File: config.mk
export PLATFORM = sky130hd
export DESIGN_NAME = fcrc_rx_engine
export DESIGN_NICKNAME = d
export VERILOG_FILES = /design/src/rtl/fcrc_pkg.sv /design/src/rtl/fcrc_framer.sv /design/src/rtl/fcrc_lfsr.sv /design/src/rtl/fcrc_cmp.sv /design/src/rtl/fcrc_rx_engine.sv
export SDC_FILE = /design/constraint.sdc
export NUM_CORES = 1
export LEC_CHECK = 0
export BUFFER_PORTS_ARGS = -buffer_cell sky130_fd_sc_hd__buf_2
export CAP_MARGIN = 5
export CELL_PAD_IN_SITES_DETAIL_PLACEMENT = 1
export CELL_PAD_IN_SITES_GLOBAL_PLACEMENT = 2
export CORE_ASPECT_RATIO = 1.5
export CORE_MARGIN = 3
export CORE_UTILIZATION = 34
export CTS_CLUSTER_SIZE = 25
export DETAILED_ROUTE_END_ITERATION = 10
export PLACE_DENSITY_LB_ADDON = 0.1
export SLEW_MARGIN = 20
export SYNTH_ARGS = -nofsm -noshare
export SYNTH_HDL_FRONTEND = slang
export SYNTH_HIERARCHICAL = 1
export SYNTH_SLANG_ARGS = --single-unit
File: constraint.sdc
create_clock -name clk -period 2.62 [get_ports clk]
set_input_delay 0.262 -clock clk [delete_from_list [all_inputs] [get_ports clk]]
set_output_delay 0.262 -clock clk [all_outputs]
set_load 0.02 [all_outputs]
File: src/rtl/fcrc_pkg.sv
package fcrc_pkg;
  typedef enum logic [1:0] {
    ROLE_START = 2'd0,
    ROLE_DATA  = 2'd1,
    ROLE_DELIM = 2'd2
  } bit_role_e;
endpackage

File: src/rtl/fcrc_framer.sv
module fcrc_framer
  import fcrc_pkg::*;
#(
  parameter int W  = 8,
  parameter int FW = 5
) (
  input  logic          clk,
  input  logic          rst,
  input  logic          clr,
  input  logic          adv,
  input  logic [FW-1:0] num_fields,
  output bit_role_e     role,
  output logic          last_fld
);
  localparam int LAST = W + 1;
  localparam int PW   = $clog2(W + 2);

  logic [PW-1:0] pos;
  logic [FW-1:0] fld;

  always_ff @(posedge clk) begin
    if (rst || clr) begin
      pos <= '0;
      fld <= '0;
    end else if (adv) begin
      if (pos == PW'(LAST)) begin
        pos <= '0;
        fld <= fld + 1'b1;
      end else begin
        pos <= pos + 1'b1;
      end
    end
  end

  always_comb begin
    if (pos == '0)               role = ROLE_START;
    else if (pos == PW'(LAST))   role = ROLE_DELIM;
    else                         role = ROLE_DATA;
  end

  assign last_fld = (fld == (num_fields - FW'(1)));
endmodule

File: src/rtl/fcrc_lfsr.sv
module fcrc_lfsr #(
  parameter int         W    = 8,
  parameter logic [W-1:0] POLY = 8'h01,
  parameter logic [W-1:0] INIT = '0
) (
  input  logic         clk,
  input  logic         rst,
  input  logic         clr,
  input  logic         en,
  input  logic         din,
  output logic [W-1:0] crc_q
);
  logic         fb;
  logic [W-1:0] nxt;

  assign fb = crc_q[W-1] ^ din;

  for (genvar g = 0; g < W; g++) begin : g_tap
    if (g == 0) begin : g_lsb
      assign nxt[g] = POLY[g] & fb;
    end else begin : g_up
      assign nxt[g] = crc_q[g-1] ^ (POLY[g] & fb);
    end
  end

  always_ff @(posedge clk) begin
    if (rst || clr)  crc_q <= INIT;
    else if (en)     crc_q <= nxt;
  end
endmodule

File: src/rtl/fcrc_cmp.sv
module fcrc_cmp #(
  parameter int W = 8
) (
  input  logic         clk,
  input  logic         rst,
  input  logic         clr,
  input  logic         cap_en,
  input  logic         din,
  input  logic         fin,
  input  logic         gen_mode,
  input  logic         err_hit,
  input  logic [W-1:0] crc_q,
  output logic         done_q,
  output logic         match_q,
  output logic         err_q
);
  logic [W-1:0] rx_crc;

  always_ff @(posedge clk) begin
    if (rst || clr) begin
      rx_crc  <= '0;
      done_q  <= 1'b0;
      match_q <= 1'b0;
      err_q   <= 1'b0;
    end else begin
      if (cap_en) rx_crc <= {din, rx_crc[W-1:1]};
      if (fin) begin
        done_q  <= 1'b1;
        match_q <= !gen_mode && (rx_crc == crc_q);
      end
      if (err_hit) err_q <= 1'b1;
    end
  end
endmodule

File: src/rtl/fcrc_rx_engine.sv
module fcrc_rx_engine
  import fcrc_pkg::*;
#(
  parameter int           W          = 8,
  parameter logic [W-1:0] POLY       = 8'h01,
  parameter int           MAX_FIELDS = 16
) (
  input  logic                             clk,
  input  logic                             rst,
  input  logic                             clr,
  input  logic                             rx_en,
  input  logic                             bit_stb,
  input  logic                             bit_in,
  input  logic                             gen_mode,
  input  logic [$clog2(MAX_FIELDS+1)-1:0]  num_fields,
  output logic [W-1:0]                     crc_out,
  output logic                             done,
  output logic                             crc_match,
  output logic                             frame_err
);
  localparam int FW = $clog2(MAX_FIELDS + 1);

  bit_role_e role;
  logic      last_fld, adv, is_data, crc_fld, lfsr_en, cap_en, fin, err_hit;

  assign adv     = rx_en && bit_stb && !done && !clr;
  assign is_data = (role == ROLE_DATA);
  assign crc_fld = last_fld && !gen_mode;
  assign lfsr_en = adv && is_data && !crc_fld;
  assign cap_en  = adv && is_data && crc_fld;
  assign fin     = adv && (role == ROLE_DELIM) && last_fld;
  assign err_hit = adv && (((role == ROLE_START) && bit_in) ||
                           ((role == ROLE_DELIM) && !bit_in));

  fcrc_framer #(.W(W), .FW(FW)) u_frm (
    .clk(clk), .rst(rst), .clr(clr), .adv(adv),
    .num_fields(num_fields), .role(role), .last_fld(last_fld)
  );

  fcrc_lfsr #(.W(W), .POLY(POLY), .INIT('0)) u_lfsr (
    .clk(clk), .rst(rst), .clr(clr), .en(lfsr_en),
    .din(bit_in), .crc_q(crc_out)
  );

  fcrc_cmp #(.W(W)) u_cmp (
    .clk(clk), .rst(rst), .clr(clr), .cap_en(cap_en), .din(bit_in),
    .fin(fin), .gen_mode(gen_mode), .err_hit(err_hit), .crc_q(crc_out),
    .done_q(done), .match_q(crc_match), .err_q(frame_err)
  );
endmodule

Yosys cells after proc, flatten, opt, wreduce, memory -nomap -nowiden
Cells that the tools add are included.
Widths: inputs -> output; s select.
{"block": "totals", "output_inout_bits": 11, "register_bits": 28}
{"block": "op_classes", "bitwise_logic": 1, "mux": 3, "addsub": 3, "n_reduce_logical": 23, "eq_ne": 5}
{"operator": "$logic_and 1x1->1", "n": 13}
{"operator": "$eq 8x8->1", "n": 1}
{"operator": "$add 5x1->5 const B", "n": 1}
{"operator": "$eq 5x5->1", "n": 1}
{"operator": "$logic_not 1->1", "n": 5}
{"operator": "$sub 5x1->5 const B", "n": 1}
{"operator": "$add 4x1->4 const B", "n": 1}
{"operator": "$eq 4x4->1 const B", "n": 1}
{"operator": "$logic_not 4->1", "n": 1}
{"operator": "$mux 2", "n": 2}
{"operator": "$mux 4", "n": 1}
{"operator": "$eq 2x1->1 const B", "n": 1}
{"operator": "$eq 2x2->1 const B", "n": 1}
{"operator": "$logic_not 2->1", "n": 1}
{"operator": "$logic_or 1x1->1", "n": 2}
{"operator": "$reduce_and 2->1", "n": 1}
{"operator": "$xor 1x1->1", "n": 1}

Longest topological paths before layout
{"block": "depth", "ltp_word": 7, "depth_mapped": 10, "mapped_depth_nobuf": 10}

By module
Netlist, hierarchy kept.
{"module": "fcrc_framer", "instances": 1, "area_per_inst_um2": 565.5, "cells_each": 68, "seq_area_each_um2": 180.2}
{"module": "fcrc_cmp", "instances": 1, "area_per_inst_um2": 474.2, "cells_each": 48, "seq_area_each_um2": 220.2}
{"module": "fcrc_lfsr", "instances": 1, "area_per_inst_um2": 306.5, "cells_each": 28, "seq_area_each_um2": 160.2}
{"module": "fcrc_rx_engine", "instances": 1, "area_per_inst_um2": 87.6, "cells_each": 11, "seq_area_each_um2": 0.0}

Least setup slack after synthesis
OpenSTA, ideal clock, no wires.
{"block": "synth_path", "kind": "input to register", "from": "in num_fields[0]", "to": "reg u_cmp.rx_crc[0]", "path_stages": 10, "setup_time_ps": 117, "slack_ps": 426, "arrival_ps": 2077, "path_buffers": 1, "path_cell_list": "inv_1 > ha_1 > nor2b_1 > or3_1 > a311oi_1 > inv_1 > nor4_2 > buf_2 > mux2i_1 > nor2_1"}
{"block": "synth_between", "elab_chain_cells": 4}
{"item": "start: declaration", "line_no": "fcrc_rx_engine.sv:15", "text": "input logic [$clog2(MAX_FIELDS+1)-1:0] num_fields,"}
{"item": "$sub 5x1->5", "line_no": "fcrc_framer.sv:41", "text": "assign last_fld = (fld == (num_fields - FW'(1)));"}
{"item": "$eq 5x5->1", "line_no": "fcrc_framer.sv:41"}
{"item": "via last_fld", "line_no": "fcrc_rx_engine.sv:24", "text": "logic last_fld, adv, is_data, crc_fld, lfsr_en, cap_en, fin, err_hit;"}
{"item": "$logic_and 1x1->1", "line_no": "fcrc_rx_engine.sv:28", "text": "assign crc_fld = last_fld && !gen_mode;"}
{"item": "$logic_and 1x1->1", "line_no": "fcrc_rx_engine.sv:30", "text": "assign cap_en = adv && is_data && crc_fld;"}
{"item": "via cap_en", "line_no": "fcrc_rx_engine.sv:24"}
{"item": "end signal: assignment", "line_no": "fcrc_cmp.sv:26", "text": "if (cap_en) rx_crc <= {din, rx_crc[W-1:1]};"}
{"item": "end: declaration", "line_no": "fcrc_cmp.sv:17", "text": "logic [W-1:0] rx_crc;"}
The timed path passes the listed nets, and every way through them passes these cells.
A chain may end at the register's enable or synchronous reset.

Final worst setup path
{"block": "layout_path", "from": "in num_fields[0]", "to": "reg u_cmp.rx_crc[1]"}
The elaborated chain is that of the path after synthesis.

==> reports/qor.yml <==
timing:
  finalMaxSlewViolations: 0
  fin_tns_setup_ps: 0
  rsz0062_at_grt: "no"
  fin_crit_sh_pct: 83.29
  hold_viol: 0
  setup_violations: 0
  fmax_mhz: 458.3
  relSlewSlack_pct: 72.32
  fin_crit_ps: 2182
  skew_ps: 4.328
  worst_pin_slew_ps: 415.1
  hold_slack_ps: 298.3
layout:
  multi_input_area_um2: 805.8
  nFillCells: 488
  diodes: 0
  regArea_um2: 560.5
  final_area_mm2: 0.001657
  syn_to_final_growth_pct: 15.53
  drive_gt1_share_pct: 20.79
  nets: 193
  post-route-util_pct: 41.48
synth:
  synth_top_area_share_pct: 39.09
  synth-adder-area-share_pct: 1.745
  yosysUniqueCellTypes: 40
  synth_seq_cells: 28
  synth-xor-area-share_pct: 10.99
  synth-compound-area-share_pct: 8.901
  netlist_top_cells_area: "dfxtp_1 39%, mux2i_1 10%, xor2_1 6.7%, nor2_1 6.0%, xnor2_1 4.3%"
  synth_area_leader_cell: "dfxtp_1"
  syn_area_per_cell_um2: 9.251
  syn_nets: 169
  synth_most_common_cell: "dfxtp_1"
  synth_common_cells: "28 x dfxtp_1, 23 x nor2_1, 15 x mux2i_1"
  synth-simple-area-share_pct: 23.30
  netlist_instances: 155
  synth-main-ff-cell: "dfxtp_1"
  synth_warnings: 6
  synthArstFlopShare_pct: 0
  seq_area_frac_synth_pct: 39.09
  netlist_area_mm2: 0.001434
  synth_top_family_by_area: "simple AND/OR/NAND/NOR gates"
  synth_mux_area_share_pct: 11.26
  synth_edf_count: 0
worst_hold_path:
  hold_path_class: "in2reg"
clock_tree:
  numCtsBuffers: 3
  cts_setup_buffers: 0
  htree_num_levels: 1
  clk_latency_ps: 270
  clock_path_buffers: 2
  cts_root_buffer: "clkbuf_8"
  cts_tree: "yes"
  ctsHoldBuffers: 0
  post_cts_resized: 0
  clock_sinks: 28
  clk_pin_slew_ps: 100
routing:
  met2WireLength_um: 1924
  dr_wl_met3_um: 84
  viasPerCell: 5.260
  drt.antenna.violating_nets: 0
  routed.top_layer: "met4"
  first_pass_iters: 4
  wl_um: 3312
  wire_per_inst_um: 14.85
  drtIter0Drc: 14
  drt-met1-wl_um: 1259
  routed-via-count: 1173
  post-route-drc-count: 0
placed_design:
  place_area_mm2: 0.001585
  place_congestion: 0.7809
  portBuffers: 22
  dp_hpwl_um: 2735
power_and_ir_drop:
  irDropWorstVdd_mv: 0.2984
  power_per_cell_area_mw_per_mm2: 493.6
  sw_frac_of_total_pct: 20.47
  leakagePower_nw: 0.6505
  pwr-share-seq_pct: 52.2
  power.total_w: 0.0008176
  p_clk_share_pct: 41.9
  pwr-share-comb_pct: 5.9
  p_int_w: 0.0006503
  p_switching_w: 0.0001673
grt:
  antenna_found_initial: 0
  grt_start_max_net_pins: 17
  grt_pass1_vias: 1253
  grt-ovfl-total: 0
  grt_pass1_wl_um: 5747
  grtUsageTotal_pct: 14.54
floorplanning:
  die_area_mm2: 0.005049
  start_util_pct: 35.90
  core_mm2: 0.003994
  io_pins: 23
  rows: 28
  fp.dieW_um: 59.03
  die_h_um: 85.54
critical_path:
  end_kind: "flip-flop"
  path_class: "in2reg"
  cp_data_arrival_time_ps: 2340
  ff2ff_setup_slack_ps: 450
  crit_path_max_fanout: 8
  start_kind: "input pin"
  required_ps: 2780
status:
  status: "finished, final reports clean"
flow_run:
  drv_cap: 0
-- power by group through the flow --
stage	Combinational, W	Sequential (W)	Clock, W
finish	0.0000481	0.000427	0.000343
global route	0.0000536	0.000427	0.000376
CTS	0.0000494	0.000427	0.000358
detailed placement	0.0000492	0.000437	0
global placement	0.0000479	0.000437	0
floorplan	0.0000296	0.000437	0
-- layout make-up --
class                           count  share of cell area, %
Clock buffer                        3                  2.492
Tap cell                           45                  3.399
Sequential cell                    28                  33.84
Inverter                            8                  1.813
Multi-Input combinational cell    113                  48.64
Timing Repair Buffer               25                  8.006
Clock inverter                      1                  1.813
-- cells by family (layout without fill, tap and decap cells) --
kind of cell             after synthesis  after routing
multiplexers                          16             16
buffers and inverters                 14             37
flip-flops                            28             28
XOR/XNOR                              18             18
AND/OR/NAND/NOR                       58             58
adder cells (fa/ha/maj)                2              2
AO/OA/AOI/OAI                         19             19
-- routing by layer --
metal | vias to the layer above | GRT usage, %
li1 | 581 | -
met3 | 4 | 1.958
met4 | 0 | 4.948
met2 | 17 | 28.47
met1 | 571 | 14.99
met5 | - | 0
-- final timing paths --
check | cells past startpoint | startpoint | end
worst max-delay path | 11 | num_fields[0] | u_cmp/rx_crc[1]
worst max register to register | 8 | u_frm/fld[2] | u_cmp/rx_crc[1]
worst min-delay path | 3 | rst | u_frm/fld[3]
worst min register to register | 2 | u_cmp/match_q | u_cmp/match_q
-- metrics by stage --
stage | cells | setup WS (ps)
after global placement | 219 | 188.3
after floorplan | 155 | 425.9
final | 223 | 437.8
after global routing | 223 | 196.4
after detailed placement | 219 | 105.2
after CTS | 223 | 399.6
-- registers in the layout, indices dropped and copies added (netlist names) --
signal and cells:
u_cmp/err_q 1, u_cmp/rx_crc 8, u_lfsr/crc_q 8, u_cmp/match_q 1
u_cmp/done_q 1, u_frm/pos 4, u_frm/fld 5
-- worst max-delay path: stages --
cell and delay (ps):
buf_2 110, inv_1 40, ha_1 220, nor2b_1 140, or3_1 330, a311oi_1 380
inv_1 100, nor4_2 240, buf_4 230, mux2i_1 230, nor2_1 50
-- cell usage in the layout (no fill, tap or decap), types with 2 or more instances in the layout --
cell type	netlist	final
inv_1	8	8
or3_1	4	4
dfxtp_1	28	28
nor2b_1	3	3
mux2i_1	15	15
a21oi_1	6	6
nor3_1	5	5
ha_1	2	2
xor2_1	11	11
buf_4	1	3
nand2_1	4	4
buf_2	3	22
o21ai_0	5	5
nand2b_1	2	2
or2_1	2	2
nand3_1	4	4
clkbuf_8	0	3
xnor2_1	7	7
nor2_1	23	23
No activity file was read; power rests on OpenSTA's default activity.
